**src/rtl/dacc_pkg.sv**
```systemverilog
package dacc_pkg;
  localparam int CODE_W = 4;
  localparam int DATA_W = 10;
  localparam int PAD_W  = 2;
  localparam int WORD_W = CODE_W + DATA_W + PAD_W;
  localparam int NCH    = 2;

  typedef enum logic [CODE_W-1:0] {
    OP_NOP     = 4'b0000,
    OP_STG_A   = 4'b0001,
    OP_STG_B   = 4'b0010,
    OP_UPD     = 4'b1000,
    OP_STG_A_U = 4'b1001,
    OP_STG_B_U = 4'b1010,
    OP_WAKE    = 4'b1101,
    OP_SLEEP   = 4'b1110,
    OP_STG_ALL = 4'b1111
  } dacc_op_e;

  typedef struct packed {
    logic [NCH-1:0] stage;
    logic           upd;
    logic           wake;
    logic           sleep;
  } dacc_act_t;
endpackage

```
**src/rtl/dacc_sync.sv**
```systemverilog
module dacc_sync #(
  parameter int              WIDTH   = 3,
  parameter int              STAGES  = 2,
  parameter logic [WIDTH-1:0] RST_VAL = '0
) (
  input  logic             clk,
  input  logic             rst_n,
  input  logic [WIDTH-1:0] d_in,
  output logic [WIDTH-1:0] d_out
);
  logic [WIDTH-1:0] chain [STAGES];

  generate
    for (genvar s = 0; s < STAGES; s++) begin : g_stage
      always_ff @(posedge clk or negedge rst_n) begin
        if (!rst_n) chain[s] <= RST_VAL;
        else if (s == 0) chain[s] <= d_in;
        else chain[s] <= chain[(s == 0) ? 0 : s-1];
      end
    end
  endgenerate

  assign d_out = chain[STAGES-1];
endmodule

```
**src/rtl/dacc_shifter.sv**
```systemverilog
module dacc_shifter
  import dacc_pkg::*;
#(
  parameter int WIDTH = WORD_W,
  parameter int KEEP  = CODE_W + DATA_W
) (
  input  logic            clk,
  input  logic            rst_n,
  input  logic            shift_en,
  input  logic            bit_in,
  input  logic            clr,
  output logic [KEEP-1:0] head,
  output logic            full
);
  localparam int CNT_W = $clog2(WIDTH + 1);
  localparam logic [CNT_W-1:0] CNT_MAX = CNT_W'(WIDTH);

  logic [WIDTH-1:0] sreg;
  logic [CNT_W-1:0] cnt;

  always_ff @(posedge clk or negedge rst_n) begin
    if (!rst_n) begin
      sreg <= '0;
    end else if (shift_en) begin
      sreg <= {sreg[WIDTH-2:0], bit_in};
    end
  end

  always_ff @(posedge clk or negedge rst_n) begin
    if (!rst_n) begin
      cnt <= '0;
    end else if (clr) begin
      cnt <= '0;
    end else if (shift_en && (cnt != CNT_MAX)) begin
      cnt <= cnt + 1'b1;
    end
  end

  assign head = sreg[WIDTH-1 -: KEEP];
  assign full = (cnt == CNT_MAX);
endmodule

```
**src/rtl/dacc_decode.sv**
```systemverilog
module dacc_decode
  import dacc_pkg::*;
(
  input  logic [CODE_W-1:0] code,
  output dacc_act_t         act
);
  always_comb begin
    act = '0;
    unique case (code)
      OP_STG_A:   act.stage = 2'b01;
      OP_STG_B:   act.stage = 2'b10;
      OP_UPD:     begin act.upd = 1'b1; act.wake = 1'b1; end
      OP_STG_A_U: begin act.stage = 2'b01; act.upd = 1'b1; act.wake = 1'b1; end
      OP_STG_B_U: begin act.stage = 2'b10; act.upd = 1'b1; act.wake = 1'b1; end
      OP_WAKE:    act.wake = 1'b1;
      OP_SLEEP:   act.sleep = 1'b1;
      OP_STG_ALL: begin act.stage = 2'b11; act.upd = 1'b1; act.wake = 1'b1; end
      default:    act = '0;
    endcase
  end
endmodule

```
**src/rtl/dacc_regs.sv**
```systemverilog
module dacc_regs
  import dacc_pkg::*;
#(
  parameter int DW = DATA_W,
  parameter int CH = NCH
) (
  input  logic                  clk,
  input  logic                  rst_n,
  input  logic                  exec,
  input  dacc_act_t             act,
  input  logic [DW-1:0]         data,
  output logic [CH-1:0][DW-1:0] dac_q,
  output logic                  sleep_q
);
  logic [CH-1:0][DW-1:0] stg_q;

  generate
    for (genvar ch = 0; ch < CH; ch++) begin : g_chan
      logic [DW-1:0] stg_next;
      assign stg_next = act.stage[ch] ? data : stg_q[ch];

      always_ff @(posedge clk or negedge rst_n) begin
        if (!rst_n) begin
          stg_q[ch] <= '0;
          dac_q[ch] <= '0;
        end else if (exec) begin
          stg_q[ch] <= stg_next;
          if (act.upd) dac_q[ch] <= stg_next;
        end
      end
    end
  endgenerate

  always_ff @(posedge clk or negedge rst_n) begin
    if (!rst_n) begin
      sleep_q <= 1'b0;
    end else if (exec) begin
      if (act.sleep) sleep_q <= 1'b1;
      else if (act.wake) sleep_q <= 1'b0;
    end
  end
endmodule

```
**src/rtl/dac_cmd_ctrl.sv**
```systemverilog
module dac_cmd_ctrl
  import dacc_pkg::*;
#(
  parameter int SYNC_STAGES = 2
) (
  input  logic              clk,
  input  logic              rst_n,
  input  logic              cs_ld_n,
  input  logic              sck,
  input  logic              sdi,
  output logic [DATA_W-1:0] dac_a,
  output logic [DATA_W-1:0] dac_b,
  output logic              out_hiz,
  output logic              frame_err
);
  localparam int KEEP_W = CODE_W + DATA_W;

  // pin order in the sync vector: {cs, sck, sdi}; cs idles high
  logic [2:0] pin_s;
  logic       cs_prev, sck_prev;

  dacc_sync #(.WIDTH(3), .STAGES(SYNC_STAGES), .RST_VAL(3'b100)) u_sync (
    .clk   (clk),
    .rst_n (rst_n),
    .d_in  ({cs_ld_n, sck, sdi}),
    .d_out (pin_s)
  );

  always_ff @(posedge clk or negedge rst_n) begin
    if (!rst_n) begin
      cs_prev  <= 1'b1;
      sck_prev <= 1'b0;
    end else begin
      cs_prev  <= pin_s[2];
      sck_prev <= pin_s[1];
    end
  end

  logic cs_rise, sck_rise, shift_en;
  assign cs_rise  = pin_s[2] & ~cs_prev;
  assign sck_rise = pin_s[1] & ~sck_prev;
  assign shift_en = sck_rise & ~pin_s[2];

  logic [KEEP_W-1:0] head;
  logic              full;

  dacc_shifter #(.WIDTH(WORD_W), .KEEP(KEEP_W)) u_shift (
    .clk      (clk),
    .rst_n    (rst_n),
    .shift_en (shift_en),
    .bit_in   (pin_s[0]),
    .clr      (cs_rise),
    .head     (head),
    .full     (full)
  );

  dacc_act_t act;
  dacc_decode u_dec (
    .code (head[KEEP_W-1 -: CODE_W]),
    .act  (act)
  );

  logic exec_fire, upd_fire;
  assign exec_fire = cs_rise & full;
  assign upd_fire  = exec_fire & act.upd;

  logic [NCH-1:0][DATA_W-1:0] dac_q;

  dacc_regs #(.DW(DATA_W), .CH(NCH)) u_regs (
    .clk     (clk),
    .rst_n   (rst_n),
    .exec    (exec_fire),
    .act     (act),
    .data    (head[DATA_W-1:0]),
    .dac_q   (dac_q),
    .sleep_q (out_hiz)
  );

  always_ff @(posedge clk or negedge rst_n) begin
    if (!rst_n) frame_err <= 1'b0;
    else        frame_err <= cs_rise & ~full;
  end

  assign dac_a = dac_q[0];
  assign dac_b = dac_q[1];
endmodule

```
**config.mk**
```make
export PLATFORM = sky130hd
export DESIGN_NAME = dac_cmd_ctrl
export DESIGN_NICKNAME = d
export VERILOG_FILES = /design/src/rtl/dacc_pkg.sv /design/src/rtl/dacc_sync.sv /design/src/rtl/dacc_shifter.sv /design/src/rtl/dacc_decode.sv /design/src/rtl/dacc_regs.sv /design/src/rtl/dac_cmd_ctrl.sv
export SDC_FILE = /design/constraint.sdc
export NUM_CORES = 1
export LEC_CHECK = 0
export BUFFER_PORTS_ARGS = -buffer_cell sky130_fd_sc_hd__clkbuf_2
export CORE_MARGIN = 2
export CORE_UTILIZATION = 53
export CTS_CLUSTER_SIZE = 30
export DETAILED_ROUTE_END_ITERATION = 6
export PLACE_DENSITY = 0.72
export SYNTH_ARGS = -nofsm -noshare
export SYNTH_HDL_FRONTEND = slang
export SYNTH_HIERARCHICAL = 1
export SYNTH_SLANG_ARGS = --single-unit
```
**constraint.sdc**
```tcl
create_clock -name clk -period 2.8 [get_ports clk]
set_input_delay 0.84 -clock clk [delete_from_list [all_inputs] [get_ports clk]]
set_output_delay 0.84 -clock clk [all_outputs]
set_load 0.005 [all_outputs]
```
-- Word-level counts from Yosys, hierarchy flattened
Index checks and enable logic that the tools add are counted.
- word-level logic and storage cells: 51
- flip-flop bits (word level): 71
- input bits: 5
- output and inout port bits: 22
- muxes and demuxes: 10
- reductions and logical operators: 9
- eq/ne operators: 10
- add/subtract/negate cells: 1
- bitwise gates (word level): 9
- operator list (kind ; count):
    equality test 4 bit, second input constant ; 6
    2-to-1 mux 10 bit ; 2
    2-to-1 mux 5 bit ; 2
    one-hot mux 2 bit (3 select lines) ; 1
    adder 5 x 1 -> 5 bit, second input constant ; 1
    bitwise AND 1 bit ; 5
    equality test 5 bit, second input constant ; 1
    2-to-1 mux 1 bit ; 5
    inequality test 5 bit, second input constant ; 1
    OR reduction 5 bit ; 1
    equality test 4 x 1 -> 1 bit, second input constant ; 1
    equality test 4 x 2 -> 1 bit, second input constant ; 1
    NOT 1 bit ; 4
    AND reduction 2 bit ; 2
    nonzero test 2 bit ; 2
    OR reduction 2 bit ; 2
    OR reduction 4 bit ; 1
    logical AND 1 bit ; 1

-- Longest topological paths before layout
Gate-level depths: netlist of run 1.
- word-level depth: 6
- depth in mapped cells: 8
- mapped depth without buffers: 6

-- Modules after synthesis
Netlist of run 1, hierarchy kept.
- by module, submodules not included (module ; seq. area each (um^2) ; area an instance (um^2) ; cells an instance ; instances):
    dacc_regs ; 1026.0 ; 1770.4 ; 135 ; 1
    dacc_shifter ; 525.5 ; 975.9 ; 75 ; 1
    dacc_sync ; 152.6 ; 175.2 ; 9 ; 1
    dac_cmd_ctrl ; 76.3 ; 111.4 ; 7 ; 1
    dacc_decode ; 0.0 ; 72.6 ; 12 ; 1

-- Worst setup path before layout of run 1
OpenSTA, ideal clock, no wires.
- path kind: register to register
- start: register u_shift.cnt[0]
- end: register u_regs/stg_q[10] (netlist name)
- cell stages (with the launch flop): 8
- arrival time: 1.556 ns
- path slack: 1.120 ns
- required time: 2.675 ns
- period minus slack after synthesis: 1.680 ns
- path buffers: 1
- setup time: 0.125 ns
- cell sequence: dfrtp_1 inv_1 ha_1 and4bb_4 and3b_1 buf_6 nand2_4 mux2_2
- longest elaborated chain between the ends: 2
- ends and longest elaborated chain (item ; RTL line ; source):
    start: declaration ; dacc_shifter.sv:19 ; logic [CNT_W-1:0] cnt;
    start signal: assignment ; dacc_shifter.sv:35 ; cnt <= cnt + 1'b1;
    equality test 5 bit ; dacc_shifter.sv:40 ; assign full = (cnt == CNT_MAX);
    via full ; dac_cmd_ctrl.sv:45 ; logic full;
    bitwise AND 1 bit ; dac_cmd_ctrl.sv:64 ; assign exec_fire = cs_rise & full;
    via exec_fire ; dac_cmd_ctrl.sv:63 ; logic exec_fire, upd_fire;
    end signal: indexed assignment ; dacc_regs.sv:27 ; stg_q[ch] <= stg_next;
    end: declaration ; dacc_regs.sv:15 ; logic [CH-1:0][DW-1:0] stg_q;
The timed path passes the listed nets, and every way through them passes these cells.
A chain may end at the register's enable or synchronous reset.

-- Worst setup path after layout of run 1
- start: register u_shift.cnt[0]
- end: register u_regs/dac_q[6] (netlist name)
- longest elaborated chain between the ends: 3
- ends and longest elaborated chain (item ; RTL line ; source):
    equality test 5 bit ; dacc_shifter.sv:40 ;
    via full ; dac_cmd_ctrl.sv:45 ;
    bitwise AND 1 bit ; dac_cmd_ctrl.sv:64 ;
    via exec_fire ; dac_cmd_ctrl.sv:63 ;
    AND reduction 2 bit (no source line) ; -- ;
    end signal: indexed assignment ; dacc_regs.sv:28 ; if (act.upd) dac_q[ch] <= stg_next;
    end: declaration ; dacc_regs.sv:12 ; output logic [CH-1:0][DW-1:0] dac_q,
The timed path passes the listed nets, and every way through them passes these cells.

==> insert_results.sql, run 1 <==
INSERT INTO impl_metrics (metric_group, metric, value, unit) VALUES
('placement', 'dp_hpwl', '3.31', 'mm'),
('clock_network', 'post-cts-setup-buffer-count', '0', ''),
('die', 'floorplan.die_area', '0.00649', 'mm²'),
('synth', 'synth_area_per_cell', '13.0', 'µm²'),
('routing', 'initial_drt_markers', '111', ''),
('clock_network', 'root_buffer', 'sky130_fd_sc_hd__clkbuf_8', ''),
('setup_path', 'worst_path_dominant_cell_family', 'simple AND/OR/NAND/NOR gates', ''),
('timing', 'period_minus_slack', '2.16', 'ns'),
('setup_path', 'critical-path-max-stage-delay', '0.45', 'ns'),
('synth', 'ffs_w_async_s_r_synth', '1.00', ''),
('global_route', 'first_global_vias', '1770', ''),
('synth', 'ys_dominant_reg_cell', 'sky130_fd_sc_hd__dfrtp_1', ''),
('setup_path', 'critPathSlowestCell', 'sky130_fd_sc_hd__and3b_1', ''),
('setup_path', 'startpoint_class', 'flip-flop', ''),
('synth', 'synth.ff_latch_count', '71', ''),
('clock_network', 'ctsLongestPathBuffers', '2', ''),
('die', 'row_count', '27', ''),
('global_route', 'grt_max_degree', '57', ''),
('pwr', 'clock_power_share', '0.394', ''),
('die', 'ios', '27', ''),
('pwr', 'power.internal', '1640', 'µW'),
('synth', 'syn_inst', '238', ''),
('global_route', 'initial_antenna_violation_count', '0', ''),
('cells_and_area', 'post_route_cells_drive_above_1_share', '0.363', ''),
('routing', 'vias_per_cell', '5.40', ''),
('cells_and_area', 'nFillCells', '464', ''),
('worst_hold_path', 'type_of_the_worst_min_delay_path', 'flip-flop to flip-flop', ''),
('placement', 'gp_routability_congestion', '0.738', ''),
('setup_path', 'worstPathRequired', '3.01', 'ns'),
('setup_path', 'critical_path_buf_inv_count', '2', ''),
('routing', 'vias', '1788', ''),
('clock_network', 'worstSkewPairLatency', '0.33', 'ns'),
('clock_network', 'postCtsResizedCells', '0', ''),
('timing', 'setup-violations-final', '0', ''),
('pwr', 'switching_share', '0.230', ''),
('timing', 'final-max-slew-violation-count', '0', ''),
('die', 'die-width', '80.5', 'µm'),
('pwr', 'ir_drop', '342', 'µV'),
('pwr', 'pd_cells', '627', 'mW/mm²'),
('clock_network', 'tritoncts', 'yes', ''),
('timing', 'max_slew_margin', '0.383', ''),
('timing', 'timing_hold_violations_final', '0', ''),
('cells_and_area', 'final_common_cell', 'sky130_fd_sc_hd__dfrtp_1', ''),
('synth', 'ys_seq_area_frac', '0.573', ''),
('pwr', 'netSwitchingPower', '489', 'µW'),
('timing', 'rsz0062_at_grt', 'false', ''),
('cells_and_area', 'antennaDiodeCount', '0', ''),
('setup_path', 'r2r_setup_slack', '0.64', 'ns'),
('cells_and_area', 'final_net_count', '261', ''),
('die', 'die_y', '80.5', 'µm'),
('global_route', 'overflow', '0', ''),
('outcome', 'status', 'completed', ''),
('timing', 'total_negative_slack', '0', 'ns'),
('run', 'max_cap_violations', '0', ''),
('cells_and_area', 'areaGrowthSynthToFinish', '9.27', '%'),
('timing', 'final.setup_skew', '0.00560', 'ns'),
('pwr', 'seqPwrFrac', '0.552', ''),
('routing', 'wl_per_cell', '15.5', 'µm'),
('synth', 'synthesis.area', '0.00311', 'mm²'),
('synth', 'ys_warns', '6', ''),
('global_route', 'grt_first_pass_wirelength', '8.85', 'mm'),
('synth', 'postSynthNetCount', '245', ''),
('routing', 'detail_route.drc_violations', '0', ''),
('global_route', 'track_usage', '0.183', ''),
('setup_path', 'setup.worst_path.class', 'flip-flop to flip-flop', ''),
('clock_network', 'cts_inserted_buffers', '9', ''),
('clock_network', 'clk_pin_slew_worst_paths', '0.07', 'ns'),
('timing', 'worst_slew_pin_slew', '0.919', 'ns'),
('pwr', 'combinationalPowerShare', '0.053', ''),
('timing', 'fmax', '463', 'MHz'),
('setup_path', 'worstPathCellList', 'inv_1, ha_1, and4bb_4, and3b_1, and2_1, buf_4, a21oi_1', '');
## path summary, 6_finish.rpt
path	cells after the start	to	startpoint
worst max-delay path	7	u_regs/dac_q[6]	u_shift/cnt[0]
worst min-delay path	0	u_sync/d_out[0]	u_sync/chain[3]
worst max register to register	7	u_regs/dac_q[6]	u_shift/cnt[0]
worst min register to register	0	u_sync/d_out[0]	u_sync/chain[3]
max in group asynchronous	2	u_sync/d_out[2]	rst_n
min in group asynchronous	1	u_regs/dac_q[9]	rst_n
## through the flow
step	instance area [µm²]	total power, µW	util	hold WS, ns	setup slack (ns)
floorplan	3110	1310	-	0.331	1.12
global placement	3180	1300	0.571	0.334	0.707
detailed placement	3180	1310	0.571	0.340	0.674
CTS	3390	2150	0.609	0.356	0.664
global route	3390	2230	0.609	0.365	0.530
finish	3390	2130	0.609	0.354	0.639
## power by group through the flow
stage / Clock [µW] / Sequential (µW) / Combinational (µW)
after global placement: 0 / 1190 / 112
after detailed placement: 0 / 1200 / 116
final: 839 / 1180 / 114
after CTS: 862 / 1180 / 116
after global routing: 908 / 1190 / 128
after floorplan: 0 / 1140 / 170
## routing by layer
metal  global-route usage  routed length [µm]  vias up
met5                    0                   0        -
met4               0.0915                  59        0
met3               0.0416                 173        8
met2                0.269                2350       33
met1                0.255                2560      891
li1                     -                   -      856
## registers in the layout, summed over array words and instances (netlist names)
signal and cells:
cs_prev 1, frame_err 1, sck_prev 1, u_regs/dac_q 20, u_regs/sleep_q 1, u_regs/stg_q 20, u_shift/cnt 5, u_shift/sreg 16
u_sync/chain 3, u_sync/d_out 3
## cells by family (layout without fill, tap and decap cells)
group | after synthesis | count (layout) | share of synthesized area
flops | 71 | 71 | 0.573
simple gates | 29 | 29 | 0.0608
buf+inv | 30 | 51 | 0.0705
fa+ha+maj | 2 | 2 | 0.00806
xor+xnor | 2 | 2 | 0.00564
mux | 58 | 58 | 0.203
compound gates | 46 | 46 | 0.0786
## cells in the mapped netlist, types with 3 or more instances
library cell | count | area share
sky130_fd_sc_hd__dfrtp_1 | 68 | 0.55
sky130_fd_sc_hd__a21oi_1 | 41 | 0.066
sky130_fd_sc_hd__mux2_2 | 36 | 0.13
sky130_fd_sc_hd__mux2i_1 | 21 | 0.068
sky130_fd_sc_hd__buf_4 | 17 | 0.041
sky130_fd_sc_hd__buf_6 | 5 | 0.018
sky130_fd_sc_hd__nand2_1 | 5 | 0.0060
sky130_fd_sc_hd__nand2b_1 | 5 | 0.010
sky130_fd_sc_hd__nor2_1 | 5 | 0.0060
sky130_fd_sc_hd__buf_2 | 4 | 0.0064
sky130_fd_sc_hd__dfstp_2 | 3 | 0.025
sky130_fd_sc_hd__nand4_1 | 3 | 0.0060
## area by class of cell
type                       count  area, µm²  area share
timing repair buffer          33        195      0.0575
tap                           72       90.1      0.0265
clock buffer                  13        169      0.0498
sequential                    71       1780       0.525
clock inverter                 3       40.0      0.0118
inverter                       2       7.51     0.00221
multi-input combinational    137       1110       0.327
Power figures use the tool's default switching activity.
==> run 2, diff against run 1 <==
--- a/config.mk
+++ b/config.mk
@@ -10,7 +10,7 @@
 export CORE_UTILIZATION = 53
 export CTS_CLUSTER_SIZE = 30
 export DETAILED_ROUTE_END_ITERATION = 6
-export PLACE_DENSITY = 0.72
+export PLACE_DENSITY = 0.75
 export SYNTH_ARGS = -nofsm -noshare
 export SYNTH_HDL_FRONTEND = slang
 export SYNTH_HIERARCHICAL = 1
==> constraint.sdc (replaced) <==
create_clock -name clk -period 1.94 [get_ports clk]
set_input_delay 0.582 -clock clk [delete_from_list [all_inputs] [get_ports clk]]
set_output_delay 0.582 -clock clk [all_outputs]
set_load 0.005 [all_outputs]
==> run 2 against run 1 <==
Effect of this change: sequential power up 44%; count of clock-buffer cells in the layout down 4; register-to-register slack worse by 0.50 ns; global-route usage up 0.32 points; non-clock buffer count up 3; die area unchanged; cell area up 2.5%; worst setup slack worse by 0.50 ns; worst hold slack worse by 0.17 ns; highest routed layer unchanged.
==> insert_results.sql, run 2 (same netlist as run 1, synthesis figures left out) <==
INSERT INTO impl_metrics (metric_group, metric, value, unit) VALUES
('die', 'die-width', '80.5', 'µm'),
('timing', 'period_share', '0.929', ''),
('timing', 'worst_slew_pin_slew', '0.469', 'ns'),
('timing', 'max_slew_margin', '0.687', ''),
('timing', 'setup-violations-final', '0', ''),
('clock_network', 'root_buffer', 'sky130_fd_sc_hd__clkbuf_8', ''),
('routing', 'dr.max_layer_used', 'met4', ''),
('setup_path', 'crit_arrival', '2.03', 'ns'),
('routing', 'wl_per_cell', '15.3', 'µm'),
('setup_path', 'critical-path-max-stage-delay', '0.39', 'ns'),
('routing', 'wl_met2', '2.36', 'mm'),
('timing', 'fmax', '555', 'MHz'),
('global_route', 'track_usage', '0.186', ''),
('clock_network', 'clk_pin_slew_worst_paths', '0.08', 'ns'),
('pwr', 'combinationalPowerShare', '0.054', ''),
('setup_path', 'regToRegEndpoint', 'u_regs/stg_q[5]', ''),
('clock_network', 'cts_inserted_buffers', '9', ''),
('routing', 'initial_drt_markers', '131', ''),
('clock_network', 'cts.sinks', '71', ''),
('placement', 'port-buffer-count', '26', ''),
('worst_hold_path', 'type_of_the_worst_min_delay_path', 'input pin to asynchronous set/reset pin', ''),
('routing', 'route.met3.wl', '186', 'µm'),
('cells_and_area', 'final_common_cell', 'sky130_fd_sc_hd__dfrtp_1', ''),
('routing', 'detail_route.drc_violations', '0', ''),
('global_route', 'initial_antenna_violation_count', '0', ''),
('timing', 'final-max-slew-violation-count', '0', ''),
('die', 'core', '0.00557', 'mm²'),
('routing', 'vias_per_cell', '5.36', ''),
('die', 'row_count', '27', ''),
('setup_path', 'worstPathCellList', 'inv_1, ha_1, and4bb_4, and3b_2, nand2_4, mux2_2', ''),
('cells_and_area', 'mostFrequentLayoutCells', 'sky130_fd_sc_hd__dfrtp_1, sky130_fd_sc_hd__a21oi_1, sky130_fd_sc_hd__mux2_2, sky130_fd_sc_hd__clkbuf_2, sky130_fd_sc_hd__mux2i_1', ''),
('routing', 'vias', '1791', ''),
('setup_path', 'r2r_setup_slack', '0.14', 'ns'),
('routing', 'met1Wirelength', '2.51', 'mm'),
('setup_path', 'worstRegToRegCells', '6', ''),
('cells_and_area', 'antennaDiodeCount', '0', ''),
('clock_network', 'cts_hold_bufs', '0', ''),
('cells_and_area', 'post_route_cells_drive_above_1_share', '0.378', ''),
('pwr', 'switching_share', '0.239', ''),
('cells_and_area', 'biggest_registers_after_layout', 'u_regs/dac_q (20), u_regs/stg_q (20), u_shift/sreg (16)', ''),
('clock_network', 'ctsLongestPathBuffers', '2', ''),
('timing', 'final.setup_skew', '0.00977', 'ns'),
('timing', 'rsz0062_at_grt', 'false', ''),
('timing', 'total_negative_slack', '0', 'ns'),
('die', 'floorplan.die_area', '0.00649', 'mm²'),
('cells_and_area', 'areaGrowthSynthToFinish', '12.0', '%'),
('timing', 'period_minus_slack', '1.80', 'ns'),
('clock_network', 'worstSkewPairLatency', '0.34', 'ns'),
('run', 'max_cap_violations', '0', ''),
('setup_path', 'worstPathRequired', '2.17', 'ns'),
('setup_path', 'cp_max_fo', '10', ''),
('setup_path', 'startpoint_class', 'flip-flop', ''),
('global_route', 'grt_max_degree', '37', ''),
('setup_path', 'setup.worst_path.end_class', 'flip-flop', ''),
('timing', 'post-route-worst-setup-slack', '0.137', 'ns'),
('routing', 'drt.antenna.violating_nets', '0', ''),
('pwr', 'clock_power_share', '0.407', ''),
('timing', 'worst_hold_margin', '0.188', 'ns'),
('outcome', 'status', 'completed', ''),
('timing', 'timing_hold_violations_final', '0', ''),
('setup_path', 'setup.worst_path.class', 'flip-flop to flip-flop', ''),
('clock_network', 'cts.htree.levels', '3', ''),
('pwr', 'seqPwrFrac', '0.539', ''),
('pwr', 'netSwitchingPower', '754', 'µW'),
('pwr', 'ir_drop', '605', 'µV'),
('pwr', 'pd_cells', '907', 'mW/mm²'),
('routing', 'routed_wl', '5.11', 'mm'),
('routing', 'drt_pass1_iterations', '4', ''),
('setup_path', 'critPathSlowestCell', 'sky130_fd_sc_hd__dfrtp_1', ''),
('pwr', 'power.internal', '2400', 'µW'),
('placement', 'dp_hpwl', '3.46', 'mm'),
('cells_and_area', 'layout.core_utilization', '0.624', ''),
('die', 'floorplan.initialDensity', '0.557', ''),
('global_route', 'overflow', '0', ''),
('cells_and_area', 'final_net_count', '264', ''),
('global_route', 'first_global_vias', '1835', ''),
('setup_path', 'r2r-start', 'u_shift/cnt[0]', ''),
('global_route', 'grt_first_pass_wirelength', '9.00', 'mm'),
('placement', 'gp_routability_congestion', '0.732', ''),
('die', 'ios', '27', ''),
('placement', 'dp_worst_setup_slack', '0.0576', 'ns'),
('clock_network', 'tritoncts', 'yes', ''),
('pwr', 'cellLeakagePower', '0.00168', 'µW'),
('die', 'die_y', '80.5', 'µm');
[run 2: changes by cell type in the layout (fill, tap and decap cells not counted), moves of 2 or more]
cell / before / now
sky130_fd_sc_hd__clkinvlp_4: 0 / 2
sky130_fd_sc_hd__clkbuf_8: 12 / 9
sky130_fd_sc_hd__clkinv_4: 0 / 2
sky130_fd_sc_hd__buf_12: 1 / 5
[run 2: worst max-delay path by stage]
stage / start / end / slack, ns / cells past startpoint
5_1_grt: u_shift/cnt[0] / u_regs/sleep_q / 0.04 / 7
3_3_place_gp: u_shift/cnt[0] / u_regs/stg_q[19] / 0.13 / 6
2_1_floorplan: u_shift/cnt[0] / u_regs/stg_q[10] / 0.26 / 7
3_5_place_dp: u_shift/cnt[0] / u_regs/stg_q[5] / 0.06 / 6
6_report: u_shift/cnt[0] / u_regs/stg_q[5] / 0.14 / 6
4_1_cts: u_shift/cnt[0] / u_regs/sleep_q / 0.04 / 7
[run 2: timing repair]
| item | 4_1_cts | 5_1_grt |
|---|---|---|
| buffers inserted | 0 | 0 |
| resized for setup | 0 | 1 |
| endpoints found under the setup margin | 0 | 10 |
[run 2: worst max-delay path, delay by kind of cell (launching register included)]
kind / cells / cell delay [ns]
simple gates: 3 / 0.66
flops: 1 / 0.39
buf+inv: 1 / 0.07
fa+ha+maj: 1 / 0.20
mux: 1 / 0.36
[run 2: final cells by class]
class,instances,area (µm²)
timing repair buffer,36,268
multi-input combinational,137,1110
tap,72,90.1
clock inverter,7,97.6
sequential,71,1780
clock buffer,9,124
inverter,2,7.51
fill,450,2090
[run 2: per-layer routing]
layer | vias to the layer above | global-route usage
li1 | 865 | -
met1 | 885 | 0.250
met2 | 36 | 0.278
met3 | 5 | 0.0539
met4 | 0 | 0.0864
met5 | - | 0
[run 2: through the flow]
step	instances	area (µm²)	power, µW
floorplan	238	3110	1890
global placement	318	3260	1890
detailed placement	318	3260	1910
CTS	334	3480	3210
global route	334	3480	3310
finish	334	3480	3160
[run 2: power groups by stage]
stage / sequential, µW / combinational [µW] / clock, µW
2_1_floorplan: 1650 / 246 / 0
3_3_place_gp: 1730 / 168 / 0
3_5_place_dp: 1730 / 176 / 0
4_1_cts: 1700 / 177 / 1330
5_1_grt: 1720 / 192 / 1390
6_report: 1700 / 172 / 1280
